[src/rtl/tmr_pkg.sv]
package tmr_pkg;
  typedef enum logic [1:0] {
    MODE_NORMAL = 2'd0,
    MODE_CTC    = 2'd1,
    MODE_FAST   = 2'd2,
    MODE_PHASE  = 2'd3
  } tmr_mode_e;

  typedef enum logic [1:0] {
    WAVE_OFF    = 2'd0,
    WAVE_TOGGLE = 2'd1,
    WAVE_CLEAR  = 2'd2,
    WAVE_SET    = 2'd3
  } wave_act_e;

  localparam int ADDR_CTRL = 0;
  localparam int ADDR_CNT  = 1;
  localparam int ADDR_OCR0 = 2;
  localparam int ADDR_MASK = 4;
  localparam int ADDR_FLAG = 5;
endpackage

[src/rtl/tmr_ctrl.sv]
module tmr_ctrl
  import tmr_pkg::*;
#(
  parameter int CW = 8
) (
  input  tmr_mode_e       mode_i,
  input  logic            top_sel_i,
  input  logic            step_i,
  input  logic [CW-1:0]   cnt_i,
  input  logic            dir_down_i,
  input  logic [CW-1:0]   ocra_i,
  output logic [CW-1:0]   top_o,
  output logic [CW-1:0]   cnt_nxt_o,
  output logic            dir_down_nxt_o,
  output logic            ovf_evt_o,
  output logic            upd_evt_o,
  output logic            bottom_evt_o,
  output logic            pwm_o
);
  localparam logic [CW-1:0] MAX = '1;
  localparam logic [CW-1:0] ONE = {{(CW-1){1'b0}}, 1'b1};

  logic ovf, upd, bottom, wrap;

  assign pwm_o = (mode_i == MODE_FAST) || (mode_i == MODE_PHASE);
  assign top_o = ((mode_i == MODE_CTC) || (pwm_o && top_sel_i)) ? ocra_i : MAX;
  assign wrap  = (cnt_i == top_o) || (cnt_i == MAX);

  always_comb begin
    cnt_nxt_o      = cnt_i + 1'b1;
    dir_down_nxt_o = 1'b0;
    ovf            = 1'b0;
    upd            = 1'b0;
    bottom         = 1'b0;
    unique case (mode_i)
      MODE_NORMAL: ovf = (cnt_i == MAX);
      MODE_CTC: begin
        ovf = (cnt_i == MAX);
        if (cnt_i == top_o) cnt_nxt_o = '0;
      end
      MODE_FAST: begin
        if (wrap) begin
          cnt_nxt_o = '0;
          ovf       = 1'b1;
          upd       = 1'b1;
          bottom    = 1'b1;
        end
      end
      MODE_PHASE: begin
        if (!dir_down_i) begin
          if (cnt_i >= top_o) begin
            dir_down_nxt_o = 1'b1;
            upd            = 1'b1;
            cnt_nxt_o      = (cnt_i == '0) ? '0 : cnt_i - 1'b1;
          end
        end else if (cnt_i == '0) begin
          ovf       = 1'b1;
          cnt_nxt_o = (top_o == '0) ? '0 : ONE;
        end else begin
          dir_down_nxt_o = 1'b1;
          cnt_nxt_o      = cnt_i - 1'b1;
        end
      end
      default: ;
    endcase
  end

  assign ovf_evt_o    = step_i & ovf;
  assign upd_evt_o    = step_i & upd;
  assign bottom_evt_o = step_i & bottom;
endmodule

[src/rtl/tmr_counter.sv]
module tmr_counter #(
  parameter int CW = 8
) (
  input  logic          clk_i,
  input  logic          rst_ni,
  input  logic          step_i,
  input  logic          phase_i,
  input  logic          load_i,
  input  logic [CW-1:0] load_val_i,
  input  logic [CW-1:0] cnt_nxt_i,
  input  logic          dir_down_nxt_i,
  output logic [CW-1:0] cnt_o,
  output logic          dir_down_o,
  output logic          blk_o
);
  always_ff @(posedge clk_i or negedge rst_ni) begin
    if (!rst_ni) begin
      cnt_o      <= '0;
      dir_down_o <= 1'b0;
      blk_o      <= 1'b0;
    end else begin
      if (load_i) begin
        cnt_o <= load_val_i;
        blk_o <= 1'b1;
      end else if (step_i) begin
        cnt_o      <= cnt_nxt_i;
        dir_down_o <= dir_down_nxt_i;
        blk_o      <= 1'b0;
      end
      if (!phase_i) dir_down_o <= 1'b0;
    end
  end

  // no step and no load keeps the count
  a_r2_hold_idle: assert property (@(posedge clk_i) disable iff (!rst_ni)
    (!step_i && !load_i) |=> $stable(cnt_o));
endmodule

[src/rtl/tmr_compare.sv]
module tmr_compare
  import tmr_pkg::*;
#(
  parameter int CW = 8
) (
  input  logic          clk_i,
  input  logic          rst_ni,
  input  logic          wr_i,
  input  logic [CW-1:0] wr_data_i,
  input  logic          pwm_i,
  input  logic          upd_i,
  input  logic          step_i,
  input  logic          blk_i,
  input  logic [CW-1:0] cnt_i,
  input  logic          dir_down_i,
  input  tmr_mode_e     mode_i,
  input  wave_act_e     act_i,
  input  logic          bottom_i,
  output logic [CW-1:0] buf_o,
  output logic          match_o,
  output logic          wave_o
);
  logic [CW-1:0] wreg_q;
  logic          wave_q;

  assign match_o = step_i & ~blk_i & (cnt_i == buf_o);
  assign wave_o  = (act_i != WAVE_OFF) & wave_q;

  always_ff @(posedge clk_i or negedge rst_ni) begin
    if (!rst_ni) begin
      wreg_q <= '0;
      buf_o  <= '0;
    end else begin
      if (wr_i) wreg_q <= wr_data_i;
      if (!pwm_i)     buf_o <= wr_i ? wr_data_i : wreg_q;
      else if (upd_i) buf_o <= wreg_q;
    end
  end

  always_ff @(posedge clk_i or negedge rst_ni) begin
    if (!rst_ni) begin
      wave_q <= 1'b0;
    end else if (act_i == WAVE_OFF) begin
      wave_q <= 1'b0;
    end else if ((mode_i == MODE_FAST) && bottom_i && (act_i != WAVE_TOGGLE)) begin
      wave_q <= (act_i == WAVE_CLEAR);
    end else if (match_o) begin
      unique case (act_i)
        WAVE_TOGGLE: wave_q <= ~wave_q;
        WAVE_CLEAR:  wave_q <= (mode_i == MODE_PHASE) ? dir_down_i : 1'b0;
        WAVE_SET:    wave_q <= (mode_i == MODE_PHASE) ? ~dir_down_i : 1'b1;
        default:     wave_q <= wave_q;
      endcase
    end
  end

  // in PWM modes the active compare value moves only at end-of-count
  a_r7_buf_hold: assert property (@(posedge clk_i) disable iff (!rst_ni)
    (pwm_i && !upd_i) |=> $stable(buf_o));
endmodule

[src/rtl/bidir_timer.sv]
module bidir_timer
  import tmr_pkg::*;
#(
  parameter int CW = 8,
  parameter int AW = 3
) (
  input  logic          clk_i,
  input  logic          rst_ni,
  input  logic          tick_i,
  input  logic          wr_en_i,
  input  logic [AW-1:0] wr_addr_i,
  input  logic [CW-1:0] wr_data_i,
  output logic [CW-1:0] count_o,
  output logic [2:0]    flags_o,
  output logic          irq_o,
  output logic [1:0]    wave_o
);
  localparam int NCH = 2;
  localparam int NF  = NCH + 1;

  logic [7:0]    ctrl_q;
  logic [NF-1:0] mask_q, flags_q, set_vec, clr_vec;
  tmr_mode_e     mode;
  logic          step, cnt_wr, pwm, upd_evt, ovf_evt, bottom_evt;
  logic          dir_down, dir_down_nxt, blk;
  logic [CW-1:0] cnt_q, cnt_nxt, top_val;
  logic [CW-1:0] ocr_buf [NCH];
  logic [NCH-1:0] match;

  assign mode   = tmr_mode_e'(ctrl_q[1:0]);
  assign step   = tick_i & ctrl_q[3];
  assign cnt_wr = wr_en_i && (wr_addr_i == AW'(ADDR_CNT));

  always_ff @(posedge clk_i or negedge rst_ni) begin
    if (!rst_ni) begin
      ctrl_q <= '0;
      mask_q <= '0;
    end else if (wr_en_i) begin
      if (wr_addr_i == AW'(ADDR_CTRL)) ctrl_q <= wr_data_i[7:0];
      if (wr_addr_i == AW'(ADDR_MASK)) mask_q <= wr_data_i[NF-1:0];
    end
  end

  tmr_ctrl #(.CW(CW)) u_ctrl (
    .mode_i         (mode),
    .top_sel_i      (ctrl_q[2]),
    .step_i         (step),
    .cnt_i          (cnt_q),
    .dir_down_i     (dir_down),
    .ocra_i         (ocr_buf[0]),
    .top_o          (top_val),
    .cnt_nxt_o      (cnt_nxt),
    .dir_down_nxt_o (dir_down_nxt),
    .ovf_evt_o      (ovf_evt),
    .upd_evt_o      (upd_evt),
    .bottom_evt_o   (bottom_evt),
    .pwm_o          (pwm)
  );

  tmr_counter #(.CW(CW)) u_cnt (
    .clk_i          (clk_i),
    .rst_ni         (rst_ni),
    .step_i         (step),
    .phase_i        (mode == MODE_PHASE),
    .load_i         (cnt_wr),
    .load_val_i     (wr_data_i),
    .cnt_nxt_i      (cnt_nxt),
    .dir_down_nxt_i (dir_down_nxt),
    .cnt_o          (cnt_q),
    .dir_down_o     (dir_down),
    .blk_o          (blk)
  );

  for (genvar i = 0; i < NCH; i++) begin : g_ch
    tmr_compare #(.CW(CW)) u_cmp (
      .clk_i      (clk_i),
      .rst_ni     (rst_ni),
      .wr_i       (wr_en_i && (wr_addr_i == AW'(ADDR_OCR0 + i))),
      .wr_data_i  (wr_data_i),
      .pwm_i      (pwm),
      .upd_i      (upd_evt),
      .step_i     (step),
      .blk_i      (blk),
      .cnt_i      (cnt_q),
      .dir_down_i (dir_down),
      .mode_i     (mode),
      .act_i      (wave_act_e'(ctrl_q[4+2*i +: 2])),
      .bottom_i   (bottom_evt),
      .buf_o      (ocr_buf[i]),
      .match_o    (match[i]),
      .wave_o     (wave_o[i])
    );
  end

  assign set_vec = {match, ovf_evt};
  assign clr_vec = (wr_en_i && (wr_addr_i == AW'(ADDR_FLAG))) ? wr_data_i[NF-1:0] : '0;

  always_ff @(posedge clk_i or negedge rst_ni) begin
    if (!rst_ni) flags_q <= '0;
    else         flags_q <= (flags_q & ~clr_vec) | set_vec;
  end

  assign count_o = cnt_q;
  assign flags_o = flags_q;
  assign irq_o   = |(flags_q & mask_q);

  // full-scale wrap in normal mode
  a_r3_wrap_ovf: assert property (@(posedge clk_i) disable iff (!rst_ni)
    (mode == MODE_NORMAL && step && !cnt_wr && cnt_q == '1) |=> (cnt_q == '0 && flags_q[0]));

  // clear on compare A
  a_r4_ctc_clear: assert property (@(posedge clk_i) disable iff (!rst_ni)
    (mode == MODE_CTC && step && !cnt_wr && cnt_q == ocr_buf[0]) |=> (cnt_q == '0));

  // turn at bottom
  a_r6_turn_bottom: assert property (@(posedge clk_i) disable iff (!rst_ni)
    (mode == MODE_PHASE && step && !cnt_wr && dir_down && cnt_q == '0 && top_val != '0)
    |=> (cnt_q == CW'(1) && !dir_down && flags_q[0]));

  // a set beats a clear in the same cycle
  a_r10_set_wins: assert property (@(posedge clk_i) disable iff (!rst_ni)
    (set_vec != '0) |=> ((flags_q & $past(set_vec)) == $past(set_vec)));
endmodule

[config.mk]
export PLATFORM = sky130hd
export DESIGN_NAME = bidir_timer
export DESIGN_NICKNAME = d
export VERILOG_FILES = /design/src/rtl/tmr_pkg.sv /design/src/rtl/tmr_ctrl.sv /design/src/rtl/tmr_counter.sv /design/src/rtl/tmr_compare.sv /design/src/rtl/bidir_timer.sv
export SDC_FILE = /design/constraint.sdc
export NUM_CORES = 1
export LEC_CHECK = 0
export ABC_AREA = 1
export ABC_CLOCK_PERIOD_IN_PS = 3250
export BUFFER_PORTS_ARGS = -buffer_cell sky130_fd_sc_hd__clkbuf_2
export CAP_MARGIN = 20
export CORE_ASPECT_RATIO = 1.4
export CORE_MARGIN = 2
export CORE_UTILIZATION = 40
export CTS_CLUSTER_DIAMETER = 150
export DETAILED_ROUTE_END_ITERATION = 10
export PLACE_DENSITY_LB_ADDON = 0.2
export SYNTH_ARGS = -nofsm -noshare
export SYNTH_HDL_FRONTEND = slang
export SYNTH_HIERARCHICAL = 1
export SYNTH_SLANG_ARGS = --single-unit
[constraint.sdc]
create_clock -name clk_i -period 3.25 [get_ports clk_i]
set_clock_uncertainty 0.2 [all_clocks]
set_input_delay 0 -clock clk_i [delete_from_list [all_inputs] [get_ports clk_i]]
set_output_delay 0 -clock clk_i [all_outputs]
set_load 0.02 [all_outputs]
==> metrics list <==
- Drt initial violations: 217
- In this run the number of cells on the critical path is 15.
- Slowest stage cell on the critical path: dfrtp_1
- Critical setup path kind: reg -> reg
- CORE AREA: 9899 µm²
* Later-pin clock latency in the skew report: 0.33 ns
- The floorplan step set the die height to 123.3 µm.
- Once the clock tree was built, the setup fixing pass inserted 0 buffers.
- Total track usage: 0.2247
- Via total after detailed routing: 3792
- The signal on the critical path passes through inv_1 > o21ai_2 > nor2_1 > ha_1 > nand2_1 > nor2_1 > nand2_2 > inv_2 > nor2_2 > nand2_1 > nand2_1 > a21oi_1 > or2_0 > buf_4 > o211ai_2.
- Measured against its own limit, the worst slew margin works out to 0.4097.
- Portion of the clock cycle consumed by the worst path in the final layout: 0.8879
- Maximum buffer depth of the clock tree: 2
* Tightest Hold Check Type: in -> async
- Placed instance count: 726
- Die W: 89.20 µm
- Endpoint kind of the worst setup timing path: flop
- Type of origin of the critical path: flop
- The wire-length estimate of the detail-placed layout is 8.298 mm.
- TritonCTS built the clock tree.
* DR DRC count: 0
- Weighted congestion at the end of routability-driven global placement: 0.9840
- Across the VDD grid, the largest voltage drop is 0.0004010 V.
* Setup repair after global routing missed its margin: false
- Final cell count without fillers: 759
- Setup violations remaining at the end of the flow were counted as 0.
- Number of synthesis warnings: 6
- Hold is met by 0.07362 ns.
- For this design, the sink count on the clock tree is 58.
* Start of the worst register-to-register path: ctrl_q[1]
- Adding up every negative setup slack in the final design gives 0 ns.
* Maximum number of pins on one net before global-route repair: 31
* CTS Root Buffer Type: clkbuf_16
* Crit-path leading delay family: simple AND/OR/NAND/NOR gates
- TritonCTS Buffers: 9
- Mapped Area: 4065 µm²
- Net Count, Synth: 594
- The first detailed-routing pass took 6 iterations.
- Final standard cell utilization of the core: 0.4905
* Critical path buffers and inverters: 3
* Number of antenna violations at the first check in global routing: 0
* Synthesized instance count: 560
- Final max-slew violation count: 0
* Average via count per standard cell: 4.996
* Avg Cell Area, Syn: 7.259 µm²
- For the worst setup path, the data required time is 3.25 ns.
- Relative to the synthesized area, the layout overhead comes to 19.45%.
- Total inserted antenna cells: 0
- CTS Hold Bufs: 17
- Vias in the first global route: 3801
- Post-CTS repair changed the size of 0 cells.
- The critical path ends at g_ch[0].u_cmp/buf_o[7].
- Count of buffers from port buffering: 28
- Wire length of the first global-routing pass: 18.60 mm
- The run finished with clean final reports.
- With fillers left out, the area of the finished cells amounts to 4856 µm².
* P_leak: 2.507 nW
- Number of top-level pins: 29
- Reg clk slew, reported paths: 0.05 ns
- The routed design could run at a clock period as short as 2.886 ns.
* Timing startpoint of the critical path: ctrl_q[1]
* Post-Place Cell Area: 4387 µm²
* Transition time at the pin with the least slew margin: 0.8822 ns
- Maximum clock frequency: 346.6 MHz
* Power per cell area: 738.4 nW/µm²
- Arrival time reported for the critical path endpoint: 2.88 ns
* Post-detailed-routing wire length: 11.09 mm
* Final hold viol count: 0
- ANT nets after route: 0
- The H-tree was split into 3 levels.
* Fraction of final layout cells sized beyond drive strength 1: 0.1843
- For this run, the slowest stage of the critical path takes 0.37 ns.
- Minimum setup slack among reg-to-reg paths: 0.36 ns
- Total congestion overflow after global routing: 0
- Drt wl/cell: 14.62 µm
- Total Nets Final: 653
* Cell count of the worst reg-to-reg path: 15
- The tool flagged a number of max-cap violations equal to 0.
- Effective utilization at floorplan: 0.4106
- Cell repeated most along the worst path: nand2_1
- Highest net fanout along the worst path: 8
- The worst register-to-register path ends at g_ch[0].u_cmp/buf_o[7].
- The floorplan has 43 rows.
- Overall die area: 11000 µm²
[sequential cells by signal (all words and copies together) (netlist names)]
signal / count
g_ch.u_cmp/buf_o: 16
mask_q: 3
u_cnt/cnt_o: 8
flags_o: 3
g_ch.u_cmp/wave_q: 2
ctrl_q: 8
g_ch.u_cmp/wreg_q: 16
u_cnt/blk_o: 1
u_cnt/dir_down_o: 1
[worst min-delay path by stage]
stage          slack [ns]  startpoint                 endpoint  depth (start not counted)
2_1_floorplan       -0.50      rst_ni                ctrl_q[0]                          0
5_1_grt              0.15      rst_ni  g_ch[1].u_cmp/wreg_q[2]                          2
3_3_place_gp        -0.10      rst_ni  g_ch[1].u_cmp/wreg_q[5]                          1
4_1_cts              0.09      rst_ni  g_ch[1].u_cmp/wreg_q[3]                          2
6_report             0.07      rst_ni  g_ch[1].u_cmp/wreg_q[1]                          2
3_5_place_dp         -0.1      rst_ni  g_ch[1].u_cmp/wreg_q[3]                          1
[per-layer routing]
layer	wire length, µm	global-route usage
met1	4599	0.2702
met2	5599	0.3773
met3	368	0.03271
met4	527	0.1269
met5	0	0
[through the flow]
step / worst slack (ns) / power, mW
3_5_place_dp: 0.4009 / 2.629
2_1_floorplan: 0.5374 / 2.166
3_3_place_gp: 0.5056 / 2.599
4_1_cts: 0.3474 / 3.605
5_1_grt: 0.02959 / 3.871
6_report: 0.3644 / 3.586
[cell type report]
class / instances / area [µm²]
inverter: 87 / 339.1
tap: 135 / 168.9
fill: 1001 / 5044
sequential: 58 / 1451
timing repair buffer: 61 / 430.4
clock inverter: 2 / 35.03
clock buffer: 14 / 264.0
multi-input combinational: 402 / 2167
[cell usage in the layout, fill, tap and decap left out, types with 3 or more instances in the layout]
cell type / instances
buf_4: 16
clkbuf_1: 3
nand2_1: 168
a21oi_1: 3
inv_2: 9
nor2_2: 5
inv_1: 74
clkbuf_16: 9
nor3_1: 7
nor2_1: 42
nor4_1: 3
nand3_2: 3
dlygate4sd3_1: 17
dfrtp_1: 58
ha_1: 19
clkbuf_2: 28
xnor2_1: 3
xor2_1: 7
o21ai_0: 19
or2_1: 4
or2_2: 6
o21ai_1: 7
nand3_1: 65
o211ai_2: 16
nand4_1: 3
o21ai_2: 4
nand2_2: 4
[worst register-to-register path, stage by stage (launching register included)]
cell,delay (ns)
dfrtp_1,0.37
inv_1,0.10
o21ai_2,0.31
nor2_1,0.09
ha_1,0.31
nand2_1,0.08
nor2_1,0.18
nand2_2,0.11
inv_2,0.09
nor2_2,0.05
nand2_1,0.05
nand2_1,0.05
a21oi_1,0.33
or2_0,0.21
buf_4,0.16
o211ai_2,0.08
[power breakdown]
group          total, mW  switching [mW]  internal [mW]
logic               1.54           0.961          0.579
clock network      0.947           0.314          0.633
registers           1.10           0.185          0.913
total               3.59            1.46           2.13
Note: power is estimated with default switching activity, not from simulation.
